[src/rtl/erw_pkg.sv]
package erw_pkg;
  typedef enum logic [1:0] {
    ST_IDLE  = 2'd0,
    ST_CHECK = 2'd1,
    ST_ISSUE = 2'd2
  } walkState_t;

  // strobes from control to datapath
  typedef struct packed {
    logic latchReq;
    logic initWalk;
    logic advance;
  } walkStrobe_t;
endpackage

[src/rtl/erw_datapath.sv]
module erw_datapath
  import erw_pkg::*;
#(
  parameter int OFS_W       = 16,
  parameter int MAX_REGIONS = 4,
  parameter int SHIFT_W     = 4,
  parameter int CNT_W       = 8,
  parameter int CHIP_SHIFT  = 10,
  parameter int NUM_CHIPS   = 4
) (
  input  logic                               clk,
  input  logic                               rstN,
  input  walkStrobe_t                        strobe,
  input  logic [OFS_W-1:0]                   reqOffset,
  input  logic [OFS_W-1:0]                   reqLength,
  input  logic [$clog2(MAX_REGIONS+1)-1:0]   numRegions,
  input  logic [MAX_REGIONS*OFS_W-1:0]       regStartFlat,
  input  logic [MAX_REGIONS*SHIFT_W-1:0]     regShiftFlat,
  input  logic [MAX_REGIONS*CNT_W-1:0]       regBlocksFlat,
  output logic                               misaligned,
  output logic                               zeroLen,
  output logic                               lastStep,
  output logic [$clog2(NUM_CHIPS+1)-1:0]     blkChip,
  output logic [CHIP_SHIFT-1:0]              blkAddr,
  output logic [OFS_W-1:0]                   blkSize
);
  localparam int W      = OFS_W + 1;
  localparam int RN_W   = $clog2(MAX_REGIONS + 1);
  localparam int RI_W   = (MAX_REGIONS > 1) ? $clog2(MAX_REGIONS) : 1;
  localparam int CHIP_W = $clog2(NUM_CHIPS + 1);

  logic [OFS_W-1:0]   rStart  [MAX_REGIONS];
  logic [SHIFT_W-1:0] rShift  [MAX_REGIONS];
  logic [CNT_W-1:0]   rBlocks [MAX_REGIONS];

  for (genvar k = 0; k < MAX_REGIONS; k++) begin : g_unpack
    assign rStart[k]  = regStartFlat[k*OFS_W +: OFS_W];
    assign rShift[k]  = regShiftFlat[k*SHIFT_W +: SHIFT_W];
    assign rBlocks[k] = regBlocksFlat[k*CNT_W +: CNT_W];
  end

  // number of valid regions whose start is at or below v, stopping at the first miss
  function automatic logic [RN_W-1:0] countBelow(input logic [W-1:0] v);
    logic            go;
    logic [RN_W-1:0] cnt;
    go  = 1'b1;
    cnt = '0;
    for (int k = 0; k < MAX_REGIONS; k++) begin
      if (go && (RN_W'(k) < numRegions) && (v >= W'(rStart[k]))) cnt = cnt + 1'b1;
      else go = 1'b0;
    end
    return cnt;
  endfunction

  logic [OFS_W-1:0]  ofsReqR, lenReqR;
  logic [W-1:0]      walkOfs;
  logic [OFS_W-1:0]  lenR;
  logic [CHIP_SHIFT-1:0] addrR;
  logic [CHIP_W-1:0] chipR;
  logic [RI_W-1:0]   regR;

  logic [W-1:0]    reqEnd;
  logic [RN_W-1:0] sCnt, eCnt;
  logic [RI_W-1:0] sIdx, eIdx;
  logic [W-1:0]    sMask, eMask;

  always_comb begin
    reqEnd = W'(ofsReqR) + W'(lenReqR);
    sCnt   = countBelow(W'(ofsReqR));
    eCnt   = countBelow(reqEnd);
    sIdx   = RI_W'(sCnt - 1'b1);
    eIdx   = RI_W'(eCnt - 1'b1);
    sMask  = (W'(1) << rShift[sIdx]) - W'(1);
    eMask  = (W'(1) << rShift[eIdx]) - W'(1);
    misaligned = (sCnt == '0) || (eCnt == '0) ||
                 ((W'(ofsReqR) & sMask) != '0) || ((reqEnd & eMask) != '0);
    zeroLen = (lenReqR == '0);
  end

  logic [W-1:0] curSize, nextAddr, nextOfs, regionEnd;
  logic         chipCross;

  always_comb begin
    curSize   = W'(1) << rShift[regR];
    nextAddr  = W'(addrR) + curSize;
    nextOfs   = walkOfs + curSize;
    regionEnd = W'(rStart[regR]) + (W'(rBlocks[regR]) << rShift[regR]);
    chipCross = (nextAddr >> CHIP_SHIFT) != '0;
    lastStep  = (W'(lenR) <= curSize) ||
                (chipCross && ((32'(chipR) + 1) >= NUM_CHIPS));
  end

  always_ff @(posedge clk or negedge rstN) begin
    if (!rstN) begin
      ofsReqR <= '0;
      lenReqR <= '0;
    end else if (strobe.latchReq) begin
      ofsReqR <= reqOffset;
      lenReqR <= reqLength;
    end
  end

  always_ff @(posedge clk or negedge rstN) begin
    if (!rstN) begin
      walkOfs <= '0;
      lenR    <= '0;
      addrR   <= '0;
      chipR   <= '0;
      regR    <= '0;
    end else if (strobe.initWalk) begin
      walkOfs <= W'(ofsReqR);
      lenR    <= lenReqR;
      addrR   <= ofsReqR[CHIP_SHIFT-1:0];
      chipR   <= CHIP_W'(ofsReqR >> CHIP_SHIFT);
      regR    <= sIdx;
    end else if (strobe.advance) begin
      walkOfs <= nextOfs;
      lenR    <= lenR - curSize[OFS_W-1:0];
      if ((nextOfs == regionEnd) && ((RN_W'(regR) + 1'b1) < numRegions))
        regR <= regR + 1'b1;
      if (chipCross) begin
        addrR <= '0;
        chipR <= chipR + 1'b1;
      end else begin
        addrR <= nextAddr[CHIP_SHIFT-1:0];
      end
    end
  end

  assign blkChip = chipR;
  assign blkAddr = addrR;
  assign blkSize = curSize[OFS_W-1:0];
endmodule

[src/rtl/erw_ctrl.sv]
module erw_ctrl
  import erw_pkg::*;
#(
  parameter int ST_W = 4
) (
  input  logic            clk,
  input  logic            rstN,
  input  logic            startReq,
  input  logic            misaligned,
  input  logic            zeroLen,
  input  logic            lastStep,
  input  logic            blkDone,
  input  logic [ST_W-1:0] blkStatus,
  output walkStrobe_t     strobe,
  output logic            blkValid,
  output logic            busy,
  output logic            done,
  output logic            alignErr,
  output logic [ST_W-1:0] errCode
);
  walkState_t state, nextState;

  always_comb begin
    strobe    = '0;
    nextState = state;
    case (state)
      ST_IDLE: if (startReq) begin
        strobe.latchReq = 1'b1;
        nextState       = ST_CHECK;
      end
      ST_CHECK: begin
        if (!misaligned && !zeroLen) begin
          strobe.initWalk = 1'b1;
          nextState       = ST_ISSUE;
        end else begin
          nextState = ST_IDLE;
        end
      end
      ST_ISSUE: if (blkDone) begin
        if (blkStatus != '0) begin
          nextState = ST_IDLE;
        end else begin
          strobe.advance = 1'b1;
          if (lastStep) nextState = ST_IDLE;
        end
      end
      default: nextState = ST_IDLE;
    endcase
  end

  always_ff @(posedge clk or negedge rstN) begin
    if (!rstN) begin
      state    <= ST_IDLE;
      done     <= 1'b0;
      alignErr <= 1'b0;
      errCode  <= '0;
    end else begin
      state <= nextState;
      done  <= (state != ST_IDLE) && (nextState == ST_IDLE);
      if (strobe.latchReq) begin
        alignErr <= 1'b0;
        errCode  <= '0;
      end else if (state == ST_CHECK && misaligned) begin
        alignErr <= 1'b1;
      end else if (state == ST_ISSUE && blkDone && blkStatus != '0) begin
        errCode <= blkStatus;
      end
    end
  end

  assign blkValid = (state == ST_ISSUE);
  assign busy     = (state != ST_IDLE);
endmodule

[src/rtl/erase_range_walker.sv]
module erase_range_walker
  import erw_pkg::*;
#(
  parameter int OFS_W       = 16,
  parameter int MAX_REGIONS = 4,
  parameter int SHIFT_W     = 4,
  parameter int CNT_W       = 8,
  parameter int CHIP_SHIFT  = 10,
  parameter int NUM_CHIPS   = 4,
  parameter int ST_W        = 4
) (
  input  logic                               clk,
  input  logic                               rstN,
  input  logic                               startReq,
  input  logic [OFS_W-1:0]                   reqOffset,
  input  logic [OFS_W-1:0]                   reqLength,
  input  logic [$clog2(MAX_REGIONS+1)-1:0]   numRegions,
  input  logic [MAX_REGIONS*OFS_W-1:0]       regStartFlat,
  input  logic [MAX_REGIONS*SHIFT_W-1:0]     regShiftFlat,
  input  logic [MAX_REGIONS*CNT_W-1:0]       regBlocksFlat,
  output logic                               blkValid,
  output logic [$clog2(NUM_CHIPS+1)-1:0]     blkChip,
  output logic [CHIP_SHIFT-1:0]              blkAddr,
  output logic [OFS_W-1:0]                   blkSize,
  input  logic                               blkDone,
  input  logic [ST_W-1:0]                    blkStatus,
  output logic                               busy,
  output logic                               done,
  output logic                               alignErr,
  output logic [ST_W-1:0]                    errCode
);
  walkStrobe_t strobe;
  logic misaligned, zeroLen, lastStep;

  erw_ctrl #(.ST_W(ST_W)) u_ctrl (
    .clk(clk), .rstN(rstN), .startReq(startReq),
    .misaligned(misaligned), .zeroLen(zeroLen), .lastStep(lastStep),
    .blkDone(blkDone), .blkStatus(blkStatus), .strobe(strobe),
    .blkValid(blkValid), .busy(busy), .done(done),
    .alignErr(alignErr), .errCode(errCode)
  );

  erw_datapath #(
    .OFS_W(OFS_W), .MAX_REGIONS(MAX_REGIONS), .SHIFT_W(SHIFT_W),
    .CNT_W(CNT_W), .CHIP_SHIFT(CHIP_SHIFT), .NUM_CHIPS(NUM_CHIPS)
  ) u_dp (
    .clk(clk), .rstN(rstN), .strobe(strobe),
    .reqOffset(reqOffset), .reqLength(reqLength), .numRegions(numRegions),
    .regStartFlat(regStartFlat), .regShiftFlat(regShiftFlat),
    .regBlocksFlat(regBlocksFlat),
    .misaligned(misaligned), .zeroLen(zeroLen), .lastStep(lastStep),
    .blkChip(blkChip), .blkAddr(blkAddr), .blkSize(blkSize)
  );
endmodule

[config.mk]
export PLATFORM = sky130hd
export DESIGN_NAME = erase_range_walker
export DESIGN_NICKNAME = d
export VERILOG_FILES = /design/src/rtl/erw_pkg.sv /design/src/rtl/erw_datapath.sv /design/src/rtl/erw_ctrl.sv /design/src/rtl/erase_range_walker.sv
export SDC_FILE = /design/constraint.sdc
export NUM_CORES = 1
export LEC_CHECK = 0
export BUFFER_PORTS_ARGS = -buffer_cell sky130_fd_sc_hd__clkbuf_2
export CAP_MARGIN = 0
export CORE_MARGIN = 3
export CORE_UTILIZATION = 40
export CTS_CLUSTER_SIZE = 14
export DETAILED_ROUTE_END_ITERATION = 10
export GPL_TIMING_DRIVEN = 0
export SETUP_SLACK_MARGIN = 0.4
export SLEW_MARGIN = 25
export SYNTH_ARGS = -nofsm -noshare
export SYNTH_HDL_FRONTEND = slang
export SYNTH_HIERARCHICAL = 1
export SYNTH_SLANG_ARGS = --single-unit
[constraint.sdc]
create_clock -name clk -period 10.4 [get_ports clk]
set_clock_uncertainty 0.2 [all_clocks]
set_input_delay 2.08 -clock clk [delete_from_list [all_inputs] [get_ports clk]]
set_output_delay 2.08 -clock clk [all_outputs]
set_load 0.03 [all_outputs]
=== Word-level counts from Yosys, hierarchy flattened ===
Cells that the tools add are included.

* Input bits: 155
* Bits in registers: 88
* Output and inout port bits: 37
* Word-level logic and storage cells: 166
* Memories kept: 0
* Bits in latches: 0
* Bits in writable memories: 0
* Bits in read-only memories: 0

* $add $sub $neg: 19
* Multipliers: 0
* Shift operators: 4
* Multiplexer cells: 60
* Equality and inequality tests: 4
* $lt $le $gt $ge: 18
* Divide/modulo/power cells: 0
* Bitwise operators: 5
* Reduce and logical (&&, ||, !) cells: 45

{| class="wikitable"
|+ Operators with widths
! operator !! count
|-
| 17-bit by 16-bit >= comparator with 1-bit output || 4
|-
| 16-bit >= comparator || 4
|-
| 16-bit 2-to-1 mux || 4
|-
| 17-bit nonzero test || 3
|-
| 1-bit by 4-bit left shift with 17-bit output, first input constant || 3
|-
| 4-bit 2-to-1 mux || 9
|-
| 17-bit 2-to-1 mux || 2
|-
| 17-bit by 2-bit subtractor with 17-bit output, second input constant || 2
|-
| 16-bit binary-select mux with 2-bit select || 1
|-
| 32-bit by 3-bit >= comparator with 1-bit output, second input constant || 1
|-
| 10-bit 2-to-1 mux || 3
|-
| 3-bit 2-to-1 mux || 9
|-
| 4-bit binary-select mux with 2-bit select || 3
|-
| 1-bit logical AND || 21
|-
| 10-bit by 17-bit adder with 17-bit output || 1
|-
| 16-bit by 16-bit adder with 17-bit output || 1
|-
| 16-bit by 17-bit adder with 17-bit output || 1
|-
| 17-bit adder || 1
|-
| 16-bit by 17-bit AND with 17-bit output || 1
|-
| 17-bit AND || 1
|-
| 17-bit == test || 1
|-
| 16-bit by 17-bit less-or-equal comparator with 1-bit output || 1
|-
| 1-bit 2-to-1 mux || 17
|-
| 8-bit by 4-bit left shift with 17-bit output || 1
|-
| 27 further kinds || 60
|}

=== Logic depth before layout (Yosys ltp) ===
Gate-level depths: netlist (run 1).

* Depth in word-level cells: 29
* Mapped depth: 45

=== Hierarchy ===
Netlist (run 1), hierarchy kept.

{| class="wikitable"
|+ By module, submodules not included
! module !! cells an instance !! area each (µm²) !! times used !! seq. area each (µm²)
|-
| erw_datapath || 1,511 || 12,572.1 || 1 || 2,001.9
|-
| erw_ctrl || 40 || 374.1 || 1 || 200.2
|}

=== Worst setup path before layout (run 1) ===
OpenSTA, ideal clock, no wires.

* Kind: in2reg
* From: in regStartFlat[0]
* To: reg u_dp.addrR[6] (netlist: u_dp/blkAddr[6])
* Library setup time: 0.143 ns
* Buffers on the path: 4
* Stages on the path: 40
* Arrival time: 9.659 ns
* Data required time: 10.057 ns
* Setup slack: 0.397 ns
* Path through: ha_1 > nand2b_1 > a21o_1 > a21o_1 > a21o_1 > a21o_1 > a21o_1 > a21o_1 > a21o_1 > a21o_1 > a21o_1 > a21oi_1 > o31a_1 > nor4b_1 > ha_1 > nand2b_4 > or4_4 > o22a_1 > [4 not listed] > or2_0 > o311ai_1 > nor2_1 > buf_2 > nor2_1 > nand3b_1 > ha_1 > o22ai_1 > a221o_1 > nor3_1 > and4_1 > and4b_1 > nand4_1 > nor4_1 > clkbuf_1 > clkbuf_1 > clkbuf_1 > a22oi_1

{| class="wikitable"
|+ RTL lines
! item !! line !! source
|-
| start: declaration || erase_range_walker.sv:18 || <nowiki>input logic [MAX_REGIONS*OFS_W-1:0] regStartFlat,</nowiki>
|-
| end signal: assignment || erw_datapath.sv:113 || <nowiki>addrR <= ofsReqR[CHIP_SHIFT-1:0];</nowiki>
|-
| end signal: assignment || erw_datapath.sv:125 || <nowiki>addrR <= nextAddr[CHIP_SHIFT-1:0];</nowiki>
|-
| end: declaration || erw_datapath.sv:58 || <nowiki>logic [CHIP_SHIFT-1:0] addrR;</nowiki>
|}

==> results of run 1 <==
cell usage in the layout, fill, tap and decap left out, types with 8 or more instances in the layout:
master and n:
nand2b_1 19, nand2_1 120, nand3_1 45, dfrtp_1 87
nor2_4 11, mux4_2 35, xor2_1 15, o21a_1 20
mux2_2 29, nand4_1 30, clkbuf_2 191, a21oi_1 110
and3_1 9, o211ai_1 14, nor2_1 83, nor4_1 15
or3_1 9, ha_1 211, clkbuf_1 23, buf_4 23
nor3_1 20, o21bai_1 11, mux2i_1 34, o21ai_0 95
clkbuf_16 10, a211oi_1 19, inv_1 148, a21o_1 46
a31oi_1 13, nor2b_1 21, xnor2_1 47, a22oi_1 10
buf_1 8
cell type report:
class | instances | area [µm²]
Fill cell | 3147 | 16300
Multi-Input combinational cell | 1264 | 10400
Sequential cell | 88 | 2200
Timing Repair Buffer | 218 | 1210
Inverter | 151 | 572
Tap cell | 402 | 503
Buffer | 48 | 282
Clock buffer | 10 | 239
Clock inverter | 5 | 63.8
Antenna cell | 1 | 2.50
cell families (layout without fill, tap and decap cells):
logic type / after synthesis / count (layout)
fa+ha+maj: 220 / 220
other cells: 0 / 1
xor+xnor: 73 / 73
mux: 98 / 98
buf+inv: 199 / 432
compound gates: 428 / 428
simple gates: 445 / 445
flops: 88 / 88
how the worst max path moves through the flow:
stage,endpoint,slack (ns),cells past startpoint,startpoint
after floorplan,u_dp/lenR[11],0.46,41,regStartFlat[0]
after global placement,u_dp/lenR[13],-1.70,42,regStartFlat[0]
after detailed placement,u_dp/lenR[13],-1.78,42,regStartFlat[0]
after CTS,u_dp/lenR[15],0.42,44,regStartFlat[0]
after global routing,u_dp/lenR[15],0.34,45,regStartFlat[0]
final,u_dp/lenR[15],0.65,45,regStartFlat[0]
repair_timing:
item                                    4_1_cts  5_1_grt
setup buffers                                11       14
gates cloned                                  0        1
endpoints found under the setup margin       51       49
gates resized for setup                      67       54
pin swaps                                    14       29
registers in the layout, summed over array words and instances (netlist names):
signal / count
u_ctrl/errCode: 4
u_ctrl/state: 2
u_dp/blkAddr: 10
u_dp/walkOfs: 17
u_dp/ofsReqR: 16
u_dp/lenR: 16
u_dp/regR: 2
u_dp/lenReqR: 16
u_ctrl/alignErr: 1
u_dp/blkChip: 3
u_ctrl/done: 1
power breakdown:
| group | switching, mW | internal [mW] |
|---|---|---|
| logic | 1.14 | 0.817 |
| registers | 0.0657 | 0.367 |
| clock network | 0.150 | 0.194 |
routing by layer:
layer	GRT usage [%]	vias to the layer above	share of wire [%]
met4	8.46	0	3.4
met2	46.2	484	48
li1	-	6185	-
met5	0	-	0
met3	5.08	98	7.0
met1	35.2	6286	42
stage by stage:
step | setup slack, ns | power (mW) | utilization, %
after floorplan | 0.455 | 1.69 | -
after global placement | -1.70 | 2.16 | 45.4
after detailed placement | -1.78 | 2.18 | 45.5
after CTS | 0.422 | 2.60 | 47.6
after global routing | 0.337 | 2.94 | 48.7
final | 0.650 | 2.74 | 48.7
worst register-to-register path, delay by kind of cell, from the launching register on:
kind                     cells  cell delay (ns)
AO/OA/AOI/OAI               14             2.69
XOR/XNOR                     1             0.28
adder cells (fa/ha/maj)      5             1.62
buffers and inverters        5             0.96
flip-flops                   1             0.49
multiplexers                 1             0.39
AND/OR/NAND/NOR             15             2.77
==> flow_metrics.env, run 1 <==
export IMPL_synth_xor_area_share_pct=5.33
export IMPL_place_area_um2=14400
export IMPL_synth_area_per_cell_um2=8.35
export IMPL_maxSlewHeadroom_pct=35.2
export IMPL_cp_required_ns=10.41
export IMPL_holdPathEnd="u_ctrl/errCode[1]"
export IMPL_final_max_slew_viol_count=0
export IMPL_critPathMaxFanout=7
export IMPL_syn_area_um2=12900
export IMPL_cts_tree="yes"
export IMPL_grt_util_all_layers_pct=27.2
export IMPL_dp_cells=2145
export IMPL_setup_violations=0
export IMPL_r2r_start="u_dp/ofsReqR[1]"
export IMPL_grt_max_degree=78
export IMPL_synthAdderAreaFrac_pct=21.6
export IMPL_synth_top_flop_cell="dfrtp_1"
export IMPL_ys_seq_elements=88
export IMPL_yosysUniqueCellTypes=90
export IMPL_yosysMostFrequentCell="ha_1"
export IMPL_synth_top_family_by_area="adder cells"
export IMPL_worstRegToRegCells=41
export IMPL_path_buf_inv=5
export IMPL_synthSimpleGateAreaFrac_pct=17.5
export IMPL_synthMuxAreaShare_pct=11.2
export IMPL_synthArstFlopShare_pct=100
export IMPL_r2r_end="u_dp/lenR[15]"
export IMPL_final_cells=2187
export IMPL_hold_path_class="flip-flop to flip-flop"
export IMPL_drc=0
export IMPL_numCtsBuffers=9
export IMPL_drt_pass1_iter_count=5
export IMPL_slowest_delay_ns=0.53
export IMPL_cp_data_arrival_time_ns=9.76
export IMPL_clk_latency_ns=0.35
export IMPL_fp_dieH_um=186
export IMPL_io_pins=192
export IMPL_syn_inst=1551
export IMPL_clockBufferDepth=2
export IMPL_htreeDepth=3
export IMPL_cts_sinks=88
export IMPL_yosys_warnings=6
export IMPL_hold_start="u_ctrl/errCode[1]"
export IMPL_grt_pass1_wl_um=72300
export IMPL_synth_top_area_cell="ha_1"
export IMPL_initial_core_util_pct=40.8
export IMPL_status="finished, final reports clean"
export IMPL_synth_area_top_cells="ha_1, dfrtp_1, mux4_2, inv_1, a21oi_1"
export IMPL_postCtsHoldBufs=0
export IMPL_ant_nets=0
export IMPL_num_rows=65
export IMPL_dp_hpwl_um=39600
export IMPL_drive_above_1_share_pct=22.3
export IMPL_gr_total_overflow=0
export IMPL_synth_commonest_cells="ha_1, inv_1, nand2_1"
export IMPL_hold_ws_ns=0.326
export IMPL_path_clk_slew_ns=0.07
export IMPL_grt_pass1_vias=12600
export IMPL_fmax_mhz=103
export IMPL_avgRoutedWirePerCell_um=22.1
export IMPL_ir_drop_mv=0.296
export IMPL_via_per_inst=5.97
export IMPL_finalWirelength_um=48400
export IMPL_crit_slowest_cell="or4_4"
export IMPL_nNetsFinal=2155
export IMPL_fin_tns_setup_ns=0
export IMPL_finalCriticalPeriod_ns=9.75
export IMPL_drt_iter0_drc=1151
export IMPL_fp_dieW_um=186
export IMPL_dieArea_um2=34600
export IMPL_power_density_nw_per_um2=177
export IMPL_vias=13100
export IMPL_post_route_period_util_pct=93.8
export IMPL_rsz0062_at_grt="no"
export IMPL_cp_top_family="compound AO/OA/AOI/OAI gates"
export IMPL_hold_violations=0
export IMPL_criticalPathCategory="primary input to flip-flop"
export IMPL_worst_setup_path_end_kind="flip-flop"
export IMPL_design_area_um2=15500
export IMPL_placement_io_buffers=191
export IMPL_synth_edf_count=0
export IMPL_cellLeakagePower_nw=7.64
export IMPL_r2r_setup_slack_ns=0.85
export IMPL_cp_common_cell="a21o_1"
export IMPL_gp_congestion=0.964
export IMPL_whs_path_depth=2
export IMPL_synth_yosys_seq_area_share_pct=17.0
export IMPL_synth_compound_area_share_pct=21.5
export IMPL_synth_nets=1926
export IMPL_worstMarginPinSlew_ns=0.972
export IMPL_area_growth_syn_to_layout_pct=19.4
export IMPL_clock_root_buffer="clkbuf_16"
export IMPL_synth_top_area_share_pct=20.8
export IMPL_core_area_um2=31700
export IMPL_max_cap_violations=0
export IMPL_antenna_found_initial=1
export IMPL_critPathLaunchType="primary input"
(Power assumes the default switching activity.)
==> run 2, diff against run 1 <==
ABC_CLOCK_PERIOD_IN_PS = 10400   (was not set)
CORE_MARGIN = 1.5   (was 3)
CORE_UTILIZATION = 30   (was 40)
==> run 2 against run 1 <==
Compared with the run above: core utilization down 12 points; first-iteration DRC count down 9.1%; largest cell class unchanged; routed wire length up 3.1%; largest power group unchanged; sequential share of layout area down 0.079 points; total power down 1.1%.
==> flow_metrics.env, run 2 (synthesis gave the netlist of run 1 again) <==
export IMPL_status="finished, final reports clean"
export IMPL_io_pins=192
export IMPL_fmax_mhz=102
export IMPL_cts_sinks=88
export IMPL_path_clk_slew_ns=0.07
export IMPL_switching_share_pct=50.2
export IMPL_dp_cells=2282
export IMPL_critPathLaunchType="primary input"
export IMPL_max_cap_violations=0
export IMPL_fp_dieW_um=211
export IMPL_critPathMaxFanout=7
export IMPL_top_register="u_dp/walkOfs"
export IMPL_fp_dieH_um=211
export IMPL_drt_pass1_iter_count=5
export IMPL_htreeDepth=3
export IMPL_utilization_pct=36.8
export IMPL_worst_setup_path_end_kind="flip-flop"
export IMPL_power_density_nw_per_um2=174
export IMPL_setup_violations=0
export IMPL_p_switching_mw=1.36
export IMPL_ant_nets=0
export IMPL_drc=0
export IMPL_num_antenna_cells=0
export IMPL_initial_core_util_pct=30.7
export IMPL_wl_met3_um=3270
export IMPL_maxSlewHeadroom_pct=27.2
export IMPL_slowest_delay_ns=0.35
export IMPL_grt_pass1_wl_um=74400
export IMPL_criticalPathCategory="primary input to flip-flop"
export IMPL_placement_io_buffers=191
export IMPL_postCtsHoldBufs=0
export IMPL_wl_met1_um=21300
export IMPL_crit_slowest_cell="o311ai_4"
export IMPL_finalWirelength_um=49900
export IMPL_cp_common_cell="a21o_1"
export IMPL_top_layer="met4"
export IMPL_fin_total_pwr_mw=2.71
export IMPL_final_cells=2316
export IMPL_drive_above_1_share_pct=22.3
export IMPL_worstMarginPinSlew_ns=1.08
export IMPL_cp_data_arrival_time_ns=9.83
export IMPL_vias=13000
export IMPL_p_clk_share_pct=12.8
export IMPL_final_max_slew_viol_count=0
export IMPL_ir_drop_mv=0.133
export IMPL_cellLeakagePower_nw=7.59
export IMPL_layout_commonest_cell="ha_1"
export IMPL_gp_congestion=0.922
export IMPL_power_share_sequential_pct=16.0
export IMPL_clockBufferDepth=2
export IMPL_post_route_period_util_pct=94.4
export IMPL_cp_required_ns=10.41
export IMPL_rsz0062_at_grt="yes"
export IMPL_dr_wl_met2_um=23700
export IMPL_fillerInstances=4360
export IMPL_hold_violations=0
export IMPL_grt_util_all_layers_pct=22.1
export IMPL_clock_root_buffer="clkbuf_16"
export IMPL_cts_tree="yes"
export IMPL_nNetsFinal=2147
export IMPL_numCtsBuffers=9
export IMPL_hold_ws_ns=0.327
export IMPL_finalCriticalPeriod_ns=9.81
export IMPL_largest_register_ffs=17
export IMPL_grt_pass1_vias=12500
export IMPL_num_rows=75
export IMPL_via_per_inst=5.61
export IMPL_core_area_um2=42200
export IMPL_dp_hpwl_um=41000
export IMPL_drt_iter0_drc=1046
export IMPL_antenna_found_initial=0
export IMPL_layout_common_cells="ha_1, clkbuf_2, inv_1"
export IMPL_grt_max_degree=83
export IMPL_clk_latency_ns=0.35
export IMPL_hold_path_class="flip-flop to flip-flop"
export IMPL_p_int_mw=1.35
export IMPL_avgRoutedWirePerCell_um=21.5
export IMPL_pwr_share_comb_pct=71.2
export IMPL_dieArea_um2=44400
export IMPL_gr_total_overflow=0
export IMPL_area_growth_syn_to_layout_pct=20.0
==> run 2: path summary, 6_finish.rpt <==
check                                   from                 to  slack (ns)  cells after the start
max in group asynchronous               rstN    u_dp/ofsReqR[2]        8.03                      2
max                         regStartFlat[16]      u_dp/lenR[15]        0.59                     41
max reg2reg                  u_dp/ofsReqR[1]      u_dp/lenR[15]        0.68                     40
min                        u_ctrl/errCode[0]  u_ctrl/errCode[0]        0.33                      2
min in group asynchronous               rstN    u_dp/blkChip[2]        1.34                      1
min reg2reg                u_ctrl/errCode[0]  u_ctrl/errCode[0]        0.33                      2
==> run 2: final cells by class <==
| cell class | count | area [µm²] | area share [%] |
|---|---|---|---|
| multi-input combinational | 1264 | 10400 | 66.7 |
| sequential | 88 | 2200 | 14.2 |
| inverter | 151 | 574 | 3.70 |
| clock buffer | 10 | 229 | 1.47 |
| clock inverter | 6 | 75.1 | 0.483 |
| tap | 539 | 674 | 4.34 |
| timing repair buffer | 210 | 1140 | 7.37 |
| buffer | 48 | 278 | 1.79 |
==> run 2: metal layers <==
layer | up-vias | GRT usage [%]
li1 | 6164 | -
met1 | 6305 | 28.8
met2 | 446 | 36.9
met3 | 77 | 4.00
met4 | 0 | 7.24
met5 | - | 0
==> run 2: critical path, delay by kind of cell <==
kind	cells	cell delay, ns
AO/OA/AOI/OAI	17	3.14
XOR/XNOR	1	0.15
adder cells (fa/ha/maj)	5	1.45
buffers and inverters	6	1.09
AND/OR/NAND/NOR	12	1.86
==> run 2: what timing repair did <==
item / 4_1_cts / 5_1_grt
gates resized for setup: 48 / 84
buffers inserted: 9 / 8
cloned: 0 / 1
pin swaps: 10 / 36
endpoints found under the setup margin: 51 / 50
==> run 2: metrics by stage <==
step | TNS (ns) | setup WS, ns | cell area (µm²)
after floorplan | 0 | 0.455 | 12900
after global placement | -86.86 | -2.05 | 14600
after detailed placement | -82.68 | -1.95 | 14600
after CTS | 0 | 0.394 | 15200
after global routing | 0 | 0.334 | 15500
final | 0 | 0.587 | 15500
==> run 2: power groups by stage <==
stage	Combinational (mW)	Clock [mW]	Sequential (mW)
final	1.93	0.346	0.433
after global routing	2.09	0.366	0.435
after CTS	1.80	0.351	0.431
after detailed placement	1.74	0	0.437
after global placement	1.72	0	0.436
after floorplan	1.28	0	0.407
